$ cat config.mk
export PLATFORM = sky130hd
export DESIGN_NAME = wide_timer
export DESIGN_NICKNAME = d
export VERILOG_FILES = /design/src/rtl/tmr_pkg.sv /design/src/rtl/tmr_byte_buf.sv /design/src/rtl/tmr_counter.sv /design/src/rtl/tmr_irq.sv /design/src/rtl/wide_timer.sv
export SDC_FILE = /design/constraint.sdc
export NUM_CORES = 1
export LEC_CHECK = 0
export ABC_AREA = 1
export BUFFER_PORTS_ARGS = -buffer_cell sky130_fd_sc_hd__buf_2
export CELL_PAD_IN_SITES_DETAIL_PLACEMENT = 0
export CELL_PAD_IN_SITES_GLOBAL_PLACEMENT = 1
export CORE_ASPECT_RATIO = 0.5
export CORE_UTILIZATION = 40
export DETAILED_ROUTE_END_ITERATION = 16
export GPL_TIMING_DRIVEN = 0
export PLACE_DENSITY_LB_ADDON = 0.1
export SLEW_MARGIN = 25
export SYNTH_ARGS = -nofsm -noshare
export SYNTH_HDL_FRONTEND = slang
export SYNTH_SLANG_ARGS = --single-unit
$ cat constraint.sdc
create_clock -name clk_i -period 1.7 [get_ports clk_i]
set_input_delay 0.17 -clock clk_i [delete_from_list [all_inputs] [get_ports clk_i]]
set_output_delay 0.17 -clock clk_i [all_outputs]
set_load 0.02 [all_outputs]
$ cat src/rtl/tmr_pkg.sv
package tmr_pkg;
  typedef logic [3:0] addr_t;

  localparam addr_t ADDR_CTRL_A = 4'd0;
  localparam addr_t ADDR_CTRL_B = 4'd1;
  localparam addr_t ADDR_CNT_LO = 4'd2;
  localparam addr_t ADDR_CNT_HI = 4'd3;
  localparam addr_t ADDR_CMP_LO = 4'd4;
  localparam addr_t ADDR_CMP_HI = 4'd5;
  localparam addr_t ADDR_CAP_LO = 4'd6;
  localparam addr_t ADDR_CAP_HI = 4'd7;
  localparam addr_t ADDR_MASK   = 4'd8;
  localparam addr_t ADDR_FLAGS  = 4'd9;

  typedef enum logic [3:0] {
    MODE_NORMAL = 4'b0000,
    MODE_PWM10  = 4'b0111,
    MODE_CAPTOP = 4'b1100
  } mode_e;
endpackage

$ cat src/rtl/tmr_byte_buf.sv
module tmr_byte_buf #(
  parameter int BUS_W = 8
) (
  input  logic             clk_i,
  input  logic             rst_ni,
  input  logic             wr_hi_i,
  input  logic             rd_lo_i,
  input  logic [BUS_W-1:0] wdata_i,
  input  logic [BUS_W-1:0] hi_src_i,
  output logic [BUS_W-1:0] tmp_o
);
  always_ff @(posedge clk_i or negedge rst_ni) begin
    if (!rst_ni)      tmp_o <= '0;
    else if (wr_hi_i) tmp_o <= wdata_i;
    else if (rd_lo_i) tmp_o <= hi_src_i;
  end
endmodule

$ cat src/rtl/tmr_counter.sv
module tmr_counter #(
  parameter int CNT_W    = 16,
  parameter int PWM_BITS = 10
) (
  input  logic             clk_i,
  input  logic             rst_ni,
  input  logic             step_i,
  input  logic             load_i,
  input  logic [CNT_W-1:0] load_val_i,
  input  logic [3:0]       mode_i,
  input  logic [CNT_W-1:0] cap_i,
  input  logic [CNT_W-1:0] cmp_i,
  output logic [CNT_W-1:0] cnt_o,
  output logic             ovf_evt_o,
  output logic             cmp_evt_o
);
  import tmr_pkg::*;

  localparam logic [CNT_W-1:0] PWM_TOP = {{(CNT_W-PWM_BITS){1'b0}}, {PWM_BITS{1'b1}}};
  localparam logic [CNT_W-1:0] ONE     = {{(CNT_W-1){1'b0}}, 1'b1};

  logic cap_hit, pwm_hit, max_hit;
  logic [CNT_W-1:0] nxt;

  always_comb begin
    cap_hit = (mode_i == MODE_CAPTOP) && (cnt_o == cap_i);
    pwm_hit = (mode_i == MODE_PWM10) && (cnt_o == PWM_TOP);
    max_hit = (cnt_o == {CNT_W{1'b1}});
    if (cap_hit || pwm_hit) nxt = '0;
    else                    nxt = cnt_o + ONE;
  end

  wire adv = step_i && !load_i;
  assign ovf_evt_o = adv && !cap_hit && (pwm_hit || max_hit);
  assign cmp_evt_o = adv && (nxt == cmp_i);

  always_ff @(posedge clk_i or negedge rst_ni) begin
    if (!rst_ni)     cnt_o <= '0;
    else if (load_i) cnt_o <= load_val_i;
    else if (step_i) cnt_o <= nxt;
  end
endmodule

$ cat src/rtl/tmr_irq.sv
module tmr_irq (
  input  logic       clk_i,
  input  logic       rst_ni,
  input  logic       ovf_evt_i,
  input  logic       cmp_evt_i,
  input  logic       mask_wr_i,
  input  logic       flag_wr_i,
  input  logic [1:0] wdata_i,
  input  logic       gie_i,
  input  logic       ack_i,
  output logic [1:0] mask_o,
  output logic [1:0] flags_o,
  output logic       irq_o
);
  logic [1:0] pend, clr, set;

  always_comb begin
    pend  = flags_o & mask_o;
    irq_o = gie_i && (pend != 2'b00);
    clr   = flag_wr_i ? wdata_i : 2'b00;
    if (ack_i && irq_o) begin
      if (pend[1]) clr[1] = 1'b1;
      else         clr[0] = 1'b1;
    end
    set = {cmp_evt_i, ovf_evt_i};
  end

  always_ff @(posedge clk_i or negedge rst_ni) begin
    if (!rst_ni) begin
      mask_o  <= '0;
      flags_o <= '0;
    end else begin
      if (mask_wr_i) mask_o <= wdata_i;
      flags_o <= (flags_o & ~clr) | set;
    end
  end
endmodule

$ cat src/rtl/wide_timer.sv
module wide_timer #(
  parameter int BUS_W    = 8,
  parameter int PWM_BITS = 10
) (
  input  logic             clk_i,
  input  logic             rst_ni,
  input  logic             tick_en_i,
  input  logic             wr_en_i,
  input  logic             rd_en_i,
  input  logic [3:0]       addr_i,
  input  logic [BUS_W-1:0] wdata_i,
  output logic [BUS_W-1:0] rdata_o,
  input  logic             gie_i,
  input  logic             irq_ack_i,
  output logic             irq_o
);
  import tmr_pkg::*;

  localparam int CNT_W = 2 * BUS_W;
  localparam int NWREG = 2; // 0: compare, 1: capture

  logic [BUS_W-1:0] ctrl_a_q, ctrl_b_q, tmp_q, hi_src;
  logic [CNT_W-1:0] wreg_q [NWREG];
  logic [CNT_W-1:0] cnt_q;
  logic [1:0]       mask_q, flags_q;
  logic [3:0]       mode;
  logic [2:0]       cs;
  logic             ovf_evt, cmp_evt, step, cnt_wr, wr_hi, rd_lo;

  assign mode   = {ctrl_b_q[4:3], ctrl_a_q[1:0]};
  assign cs     = ctrl_b_q[2:0];
  assign step   = tick_en_i && (cs != 3'd0);
  assign cnt_wr = wr_en_i && (addr_i == ADDR_CNT_LO);
  assign wr_hi  = wr_en_i && (addr_i inside {ADDR_CNT_HI, ADDR_CMP_HI, ADDR_CAP_HI});
  assign rd_lo  = rd_en_i && (addr_i inside {ADDR_CNT_LO, ADDR_CMP_LO, ADDR_CAP_LO});

  always_ff @(posedge clk_i or negedge rst_ni) begin
    if (!rst_ni) begin
      ctrl_a_q <= '0;
      ctrl_b_q <= '0;
    end else if (wr_en_i) begin
      if (addr_i == ADDR_CTRL_A) ctrl_a_q <= wdata_i;
      if (addr_i == ADDR_CTRL_B) ctrl_b_q <= wdata_i;
    end
  end

  for (genvar g = 0; g < NWREG; g++) begin : g_wreg
    localparam addr_t LO = addr_t'(ADDR_CMP_LO + 2 * g);
    always_ff @(posedge clk_i or negedge rst_ni) begin
      if (!rst_ni)                      wreg_q[g] <= '0;
      else if (wr_en_i && addr_i == LO) wreg_q[g] <= {tmp_q, wdata_i};
    end
  end

  always_comb begin
    unique case (addr_i)
      ADDR_CMP_LO: hi_src = wreg_q[0][CNT_W-1:BUS_W];
      ADDR_CAP_LO: hi_src = wreg_q[1][CNT_W-1:BUS_W];
      default:     hi_src = cnt_q[CNT_W-1:BUS_W];
    endcase
  end

  tmr_byte_buf #(.BUS_W(BUS_W)) u_buf (
    .clk_i, .rst_ni, .wr_hi_i(wr_hi), .rd_lo_i(rd_lo),
    .wdata_i, .hi_src_i(hi_src), .tmp_o(tmp_q)
  );

  tmr_counter #(.CNT_W(CNT_W), .PWM_BITS(PWM_BITS)) u_cnt (
    .clk_i, .rst_ni, .step_i(step), .load_i(cnt_wr),
    .load_val_i({tmp_q, wdata_i}), .mode_i(mode),
    .cap_i(wreg_q[1]), .cmp_i(wreg_q[0]),
    .cnt_o(cnt_q), .ovf_evt_o(ovf_evt), .cmp_evt_o(cmp_evt)
  );

  tmr_irq u_irq (
    .clk_i, .rst_ni, .ovf_evt_i(ovf_evt), .cmp_evt_i(cmp_evt),
    .mask_wr_i(wr_en_i && addr_i == ADDR_MASK),
    .flag_wr_i(wr_en_i && addr_i == ADDR_FLAGS),
    .wdata_i(wdata_i[1:0]), .gie_i, .ack_i(irq_ack_i),
    .mask_o(mask_q), .flags_o(flags_q), .irq_o
  );

  always_comb begin
    rdata_o = '0;
    case (addr_i)
      ADDR_CTRL_A: rdata_o = ctrl_a_q;
      ADDR_CTRL_B: rdata_o = ctrl_b_q;
      ADDR_CNT_LO: rdata_o = cnt_q[BUS_W-1:0];
      ADDR_CMP_LO: rdata_o = wreg_q[0][BUS_W-1:0];
      ADDR_CAP_LO: rdata_o = wreg_q[1][BUS_W-1:0];
      ADDR_CNT_HI, ADDR_CMP_HI, ADDR_CAP_HI: rdata_o = tmp_q;
      ADDR_MASK:   rdata_o = {{(BUS_W-2){1'b0}}, mask_q};
      ADDR_FLAGS:  rdata_o = {{(BUS_W-2){1'b0}}, flags_q};
      default:     rdata_o = '0;
    endcase
  end
endmodule

==> results by stage <==
Status:
- The flow ran to the end, but the final reports show violations.
- The final reports fail on negative setup slack.

Yosys:
- Synthesis handed over a netlist of around 670 instances.
- The top flip-flop cell by instance count after synthesis is sky130_fd_sc_hd__dfrtp_1.
- Counting flops with a built-in enable in the synthesized netlist gives 0.
- In this run, distinct cell masters in the synthesized netlist total 35.
- The synthesis-stage register bit count is 76.
- The simple-gate area share of the yosys netlist is 30.6%.
- The area of the mapped netlist is ~0.0047 mm².
- The number of nets handed over by synthesis was between 600 and 700.
- Of the total synthesized cell area, the portion taken by full adders, half adders and majority gates is less than 1%.
- The parity-gate share of the synthesized area counting xor and xnor cells is around 2.4%.
- The average cell area after synthesis is about 7.1 µm².
- The proportion of register bits with asynchronous set or reset after synthesis is 100%.
- The register area share after synthesis is around two fifths.
- Summing the areas of all compound-gate instances in the mapped netlist gives between 10% and 20% of the synthesized area.
- After synthesis, the largest family of logic cells by area is simple AND/OR/NAND/NOR gates.
- Yosys printed 0 warnings.
- The multiplexer fraction of the synthesized cell area is 0%.

Pwr:
- The switching part of the total power is around 44%.
- IR analysis of the VDD net gives a maximum drop of ~0.62 mV.
- The switching power is 0.00422 W.
- The sequential share of power is between 30% and 40%.
- The share of total power in the clock network is a little under a fifth.
- Internal power comes to approximately 0.0053 W.
- Dividing total power by cell area gives a power density of 1440 mW/mm².
- The portion of total power attributed to combinational logic is between 40% and 50%.
- The static power due to leakage is 3.02 nW.

Clock network:
- In this run, CTS created clock tree buffers numbering 9.
- In this run the clock root is driven by a sky130_fd_sc_hd__clkbuf_16.
- The CTS tree is built.
- The insertion delay to the later sink of the worst-skew pair is about 0.34 ns.
- The maximum clock insertion buffer count is 2.
- The clock slew at the register clock pins of the worst setup and hold paths is around 0.06 ns.
- The total number of clock tree sinks is 76.
- The maximum level of the CTS H-tree is 3.

Floorplan:
- The die area is between 0.01 and 0.015 mm².
- The core footprint is around 0.011 mm².
- The number of I/O pins is 28.
- Once the floorplan was initialized, standard cells occupied a little over two fifths of the core.
- The vertical extent of the die is between 70 and 80 µm.
- The x dimension of the die is between 150 and 200 µm.
- The floorplan has 27 rows.

Placement:
- Detailed placement finished with a half-perimeter wire length of approximately 14000 µm.
- Buffers placed on the I/O ports in this run total 26.
- The last weighted congestion value of the routability-driven placer is 0.933.
- The setup slack at placement is -0.909 ns.
- Counting tap cells, the placed design contains a total of ~860 instances.

Critical path:
- Tracing the worst setup path back leads to its startpoint at u_cnt.cnt_o[0].
- The worst setup path is of the reg -> reg kind.
- In this run the critical register-to-register path is launched from u_cnt.cnt_o[0].
- STA puts the critical path data required time at between 1.5 and 2 ns.
- The length in cells of the worst reg-to-reg path is 14.
- The critical-path maximum fanout is 4.
- The minimum setup slack among reg-to-reg paths is -0.51 ns.
- The endpoint type of the worst setup path is a flip-flop.
- The worst setup path is launched from a flip-flop.
- At the worst endpoint, the arrival time is about 2.5 ns.
- The worst register-to-register path ends at u_irq.flags_o[1].
- In this run the worst setup path terminates at u_irq.flags_o[1].

Timing:
- The slew at the pin closest to its max-slew limit is roughly 0.74 ns.
- The final number of max-transition violations is 0.
- The smallest setup slack after layout is -0.511 ns.
- Timing would allow up to around 450 MHz.
- The number of endpoints failing setup at the final stage is 20.
- The number of endpoints with negative hold slack in the final report is 0.
- The final critical path takes up 130% of the cycle.
- Setup repair after global routing could not meet its margin everywhere.
- Subtracting the final worst setup slack from the clock period gives roughly 2.2 ns.
- The headroom to the max-slew limit is roughly 50%.
- The post-route clock skew is approximately 0.0042 ns.

Finish:
- The number of cells in the finished layout apart from fillers is between 900 and 1000.
- Fill cells in the final layout number ~1100.
- The utilization after layout is 58.8%.
- The area taken by multi-input logic gates is ~0.003 mm².
- In the final layout, flip-flops and latches occupy between 0.0015 and 0.002 mm².
- The repair_antennas step left the layout with diodes totalling 0.
- The post-layout net count is a little under 800.
- Relative to the synthesized area, the layout overhead comes to 39.7%.
- The fraction of final layout cells with drive strength greater than 1 is ~33%.

Route:
- The total via count after detailed routing is approximately 5300.
- The average wire per standard cell is approximately 21 µm.
- In this run the remaining antenna-violating nets after routing total 0.
- Dividing the detail-routed via count by the number of cells gives about 5.7.
- The detailed-route DRC error count is 0.
- In this run, the number of DRC markers left after iteration 0 of detailed routing was 672.
- For this block, the routed nets add up to about 20000 µm of wire.
- The pre-antenna-repair detailed-routing pass consisted of 5 iterations.

Global routing:
- The pin count of the biggest net entering global routing is between 50 and 60.
- The via count of the first global-routing pass is 4809.
- The overall global routing resource usage is between 30% and 40%.
- After global routing the overflow that remains totals 0.
- The initial antenna violation count is 0.
- The global-route wire length before repair is a little under 30000 µm.

Worst hold path:
- The worst hold-check path type is in -> reg.

Job:
- The number of max-cap violations is 0.
sequential cells by signal (all words and copies together), names as in the netlist:
register and cells:
ctrl_b_q 8, u_cnt.cnt_o 16, u_irq.flags_o 2, ctrl_a_q 8
wreg_q 32, u_buf.tmp_o 8, u_irq.mask_o 2
cells in the mapped netlist, types with 2 or more instances:
library cell | number | area (µm²)
sky130_fd_sc_hd__o221ai_1 | 12 | 105
sky130_fd_sc_hd__nand3_1 | 34 | 170
sky130_fd_sc_hd__a221oi_1 | 10 | 87.6
sky130_fd_sc_hd__inv_1 | 90 | 338
sky130_fd_sc_hd__clkbuf_1 | 12 | 45.0
sky130_fd_sc_hd__a21oi_1 | 6 | 30.0
sky130_fd_sc_hd__o311ai_0 | 16 | 140
sky130_fd_sc_hd__nand4_1 | 21 | 131
sky130_fd_sc_hd__o31ai_1 | 2 | 15.0
sky130_fd_sc_hd__nand2_1 | 217 | 815
sky130_fd_sc_hd__o22ai_1 | 16 | 100
sky130_fd_sc_hd__buf_2 | 5 | 25.0
sky130_fd_sc_hd__dfrtp_1 | 76 | 1900
sky130_fd_sc_hd__nor3_1 | 4 | 20.0
sky130_fd_sc_hd__nor2_1 | 51 | 191
sky130_fd_sc_hd__nor2_2 | 5 | 31.3
sky130_fd_sc_hd__o21ai_0 | 55 | 275
sky130_fd_sc_hd__xnor2_1 | 3 | 26.3
sky130_fd_sc_hd__buf_6 | 4 | 45.0
sky130_fd_sc_hd__inv_2 | 5 | 18.8
sky130_fd_sc_hd__xor2_1 | 10 | 87.6
sky130_fd_sc_hd__buf_4 | 2 | 15.0
cell usage in the layout, fill, tap and decap left out, types with 6 or more instances in the layout:
| cell | n |
|---|---|
| sky130_fd_sc_hd__a221oi_2 | 8 |
| sky130_fd_sc_hd__buf_2 | 18 |
| sky130_fd_sc_hd__buf_4 | 40 |
| sky130_fd_sc_hd__buf_6 | 28 |
| sky130_fd_sc_hd__clkbuf_1 | 12 |
| sky130_fd_sc_hd__clkbuf_16 | 9 |
| sky130_fd_sc_hd__dfrtp_1 | 64 |
| sky130_fd_sc_hd__dfrtp_2 | 12 |
| sky130_fd_sc_hd__inv_1 | 64 |
| sky130_fd_sc_hd__inv_2 | 22 |
| sky130_fd_sc_hd__inv_4 | 7 |
| sky130_fd_sc_hd__nand2_1 | 198 |
| sky130_fd_sc_hd__nand2_2 | 18 |
| sky130_fd_sc_hd__nand3_1 | 17 |
| sky130_fd_sc_hd__nand3_2 | 8 |
| sky130_fd_sc_hd__nand3_4 | 11 |
| sky130_fd_sc_hd__nand4_1 | 21 |
| sky130_fd_sc_hd__nor2_1 | 38 |
| sky130_fd_sc_hd__nor2_2 | 12 |
| sky130_fd_sc_hd__nor2_4 | 6 |
| sky130_fd_sc_hd__o21ai_0 | 53 |
| sky130_fd_sc_hd__o221ai_1 | 10 |
| sky130_fd_sc_hd__o22ai_1 | 8 |
| sky130_fd_sc_hd__o22ai_4 | 6 |
| sky130_fd_sc_hd__o311ai_2 | 8 |
| sky130_fd_sc_hd__xor2_1 | 7 |
per-layer routing:
| metal | global-route usage [%] | vias up | routed length (µm) |
|---|---|---|---|
| met5 | 0 | - | 0 |
| met4 | 6.18 | 0 | 130 |
| met3 | 12.7 | 20 | 2400 |
| met2 | 45.3 | 277 | 7880 |
| met1 | 50.3 | 2574 | 9290 |
| li1 | - | 2404 | - |
how the worst min path moves through the flow:
stage / start / endpoint / slack [ns] / cells after the start
finish: wdata_i[3] / u_cnt.cnt_o[3] / 0.06 / 3
detailed placement: rst_ni / u_cnt.cnt_o[4] / 0.11 / 1
global placement: wdata_i[7] / u_cnt.cnt_o[7] / 0.41 / 3
floorplan: rst_ni / ctrl_a_q[0] / -0.13 / 0
global route: wdata_i[3] / u_cnt.cnt_o[3] / 0.06 / 3
CTS: wdata_i[5] / u_cnt.cnt_o[5] / 0.06 / 3
power groups by stage:
| stage | Clock (W) | Combinational (W) | Sequential [W] |
|---|---|---|---|
| floorplan | 0 | 0.00220 | 0.00270 |
| global placement | 0 | 0.00296 | 0.00300 |
| finish | 0.00179 | 0.00466 | 0.00310 |
| global route | 0.00190 | 0.00502 | 0.00314 |
| CTS | 0.00180 | 0.00389 | 0.00302 |
| detailed placement | 0 | 0.00300 | 0.00299 |
final cells by class:
class	count	area share, %
buffer	23	2.57
clock inverter	2	0.151
multi-input combinational	474	45.4
timing repair buffer	80	10.3
clock buffer	14	3.83
sequential	76	28.9
tap	159	3.00
inverter	96	5.83
kinds of logic after synthesis:
| group | after synthesis |
|---|---|
| simple gates | 340 |
| compound gates | 120 |
| buf+inv | 119 |
| flops | 76 |
| xor+xnor | 13 |
| fa+ha+maj | 1 |
critical path, cell delays in order, from the launching register on:
cell                         delay (ns)
sky130_fd_sc_hd__dfrtp_2           0.48
sky130_fd_sc_hd__clkinvlp_4        0.16
sky130_fd_sc_hd__buf_12            0.15
sky130_fd_sc_hd__buf_6             0.11
sky130_fd_sc_hd__nor3_4            0.21
sky130_fd_sc_hd__nand2_2           0.13
sky130_fd_sc_hd__xor2_2            0.21
sky130_fd_sc_hd__nand3_2           0.13
sky130_fd_sc_hd__nand2_1           0.07
sky130_fd_sc_hd__nand2_1           0.05
sky130_fd_sc_hd__nor2_1            0.08
sky130_fd_sc_hd__nand2_1           0.06
sky130_fd_sc_hd__nor2_2            0.12
sky130_fd_sc_hd__nand3_4           0.12
sky130_fd_sc_hd__nand2_2           0.07
metrics by stage:
step | hold slack (ns) | total power (W) | TNS [ns] | area, µm²
floorplan | -0.126 | 0.00491 | -0.0790 | 4750
global route | 0.0616 | 0.0101 | -3.98 | 6630
CTS | 0.0586 | 0.00871 | -2.20 | 6100
finish | 0.0557 | 0.00956 | -2.78 | 6630
detailed placement | 0.114 | 0.00600 | -35.93 | 5120
global placement | 0.412 | 0.00595 | -58.05 | 5080
repair_timing:
| action | 4_1_cts | 5_1_grt |
|---|---|---|
| setup endpoints to repair | 66 | 26 |
| gates resized for setup | 139 | 104 |
| cloned | 2 | 0 |
| pin swaps | 16 | 29 |
| hold buffers | 1 | 0 |
| buffers inserted | 27 | 26 |
| endpoints found under the hold margin | 25 | 0 |
No activity file was read; power rests on OpenSTA's default activity.
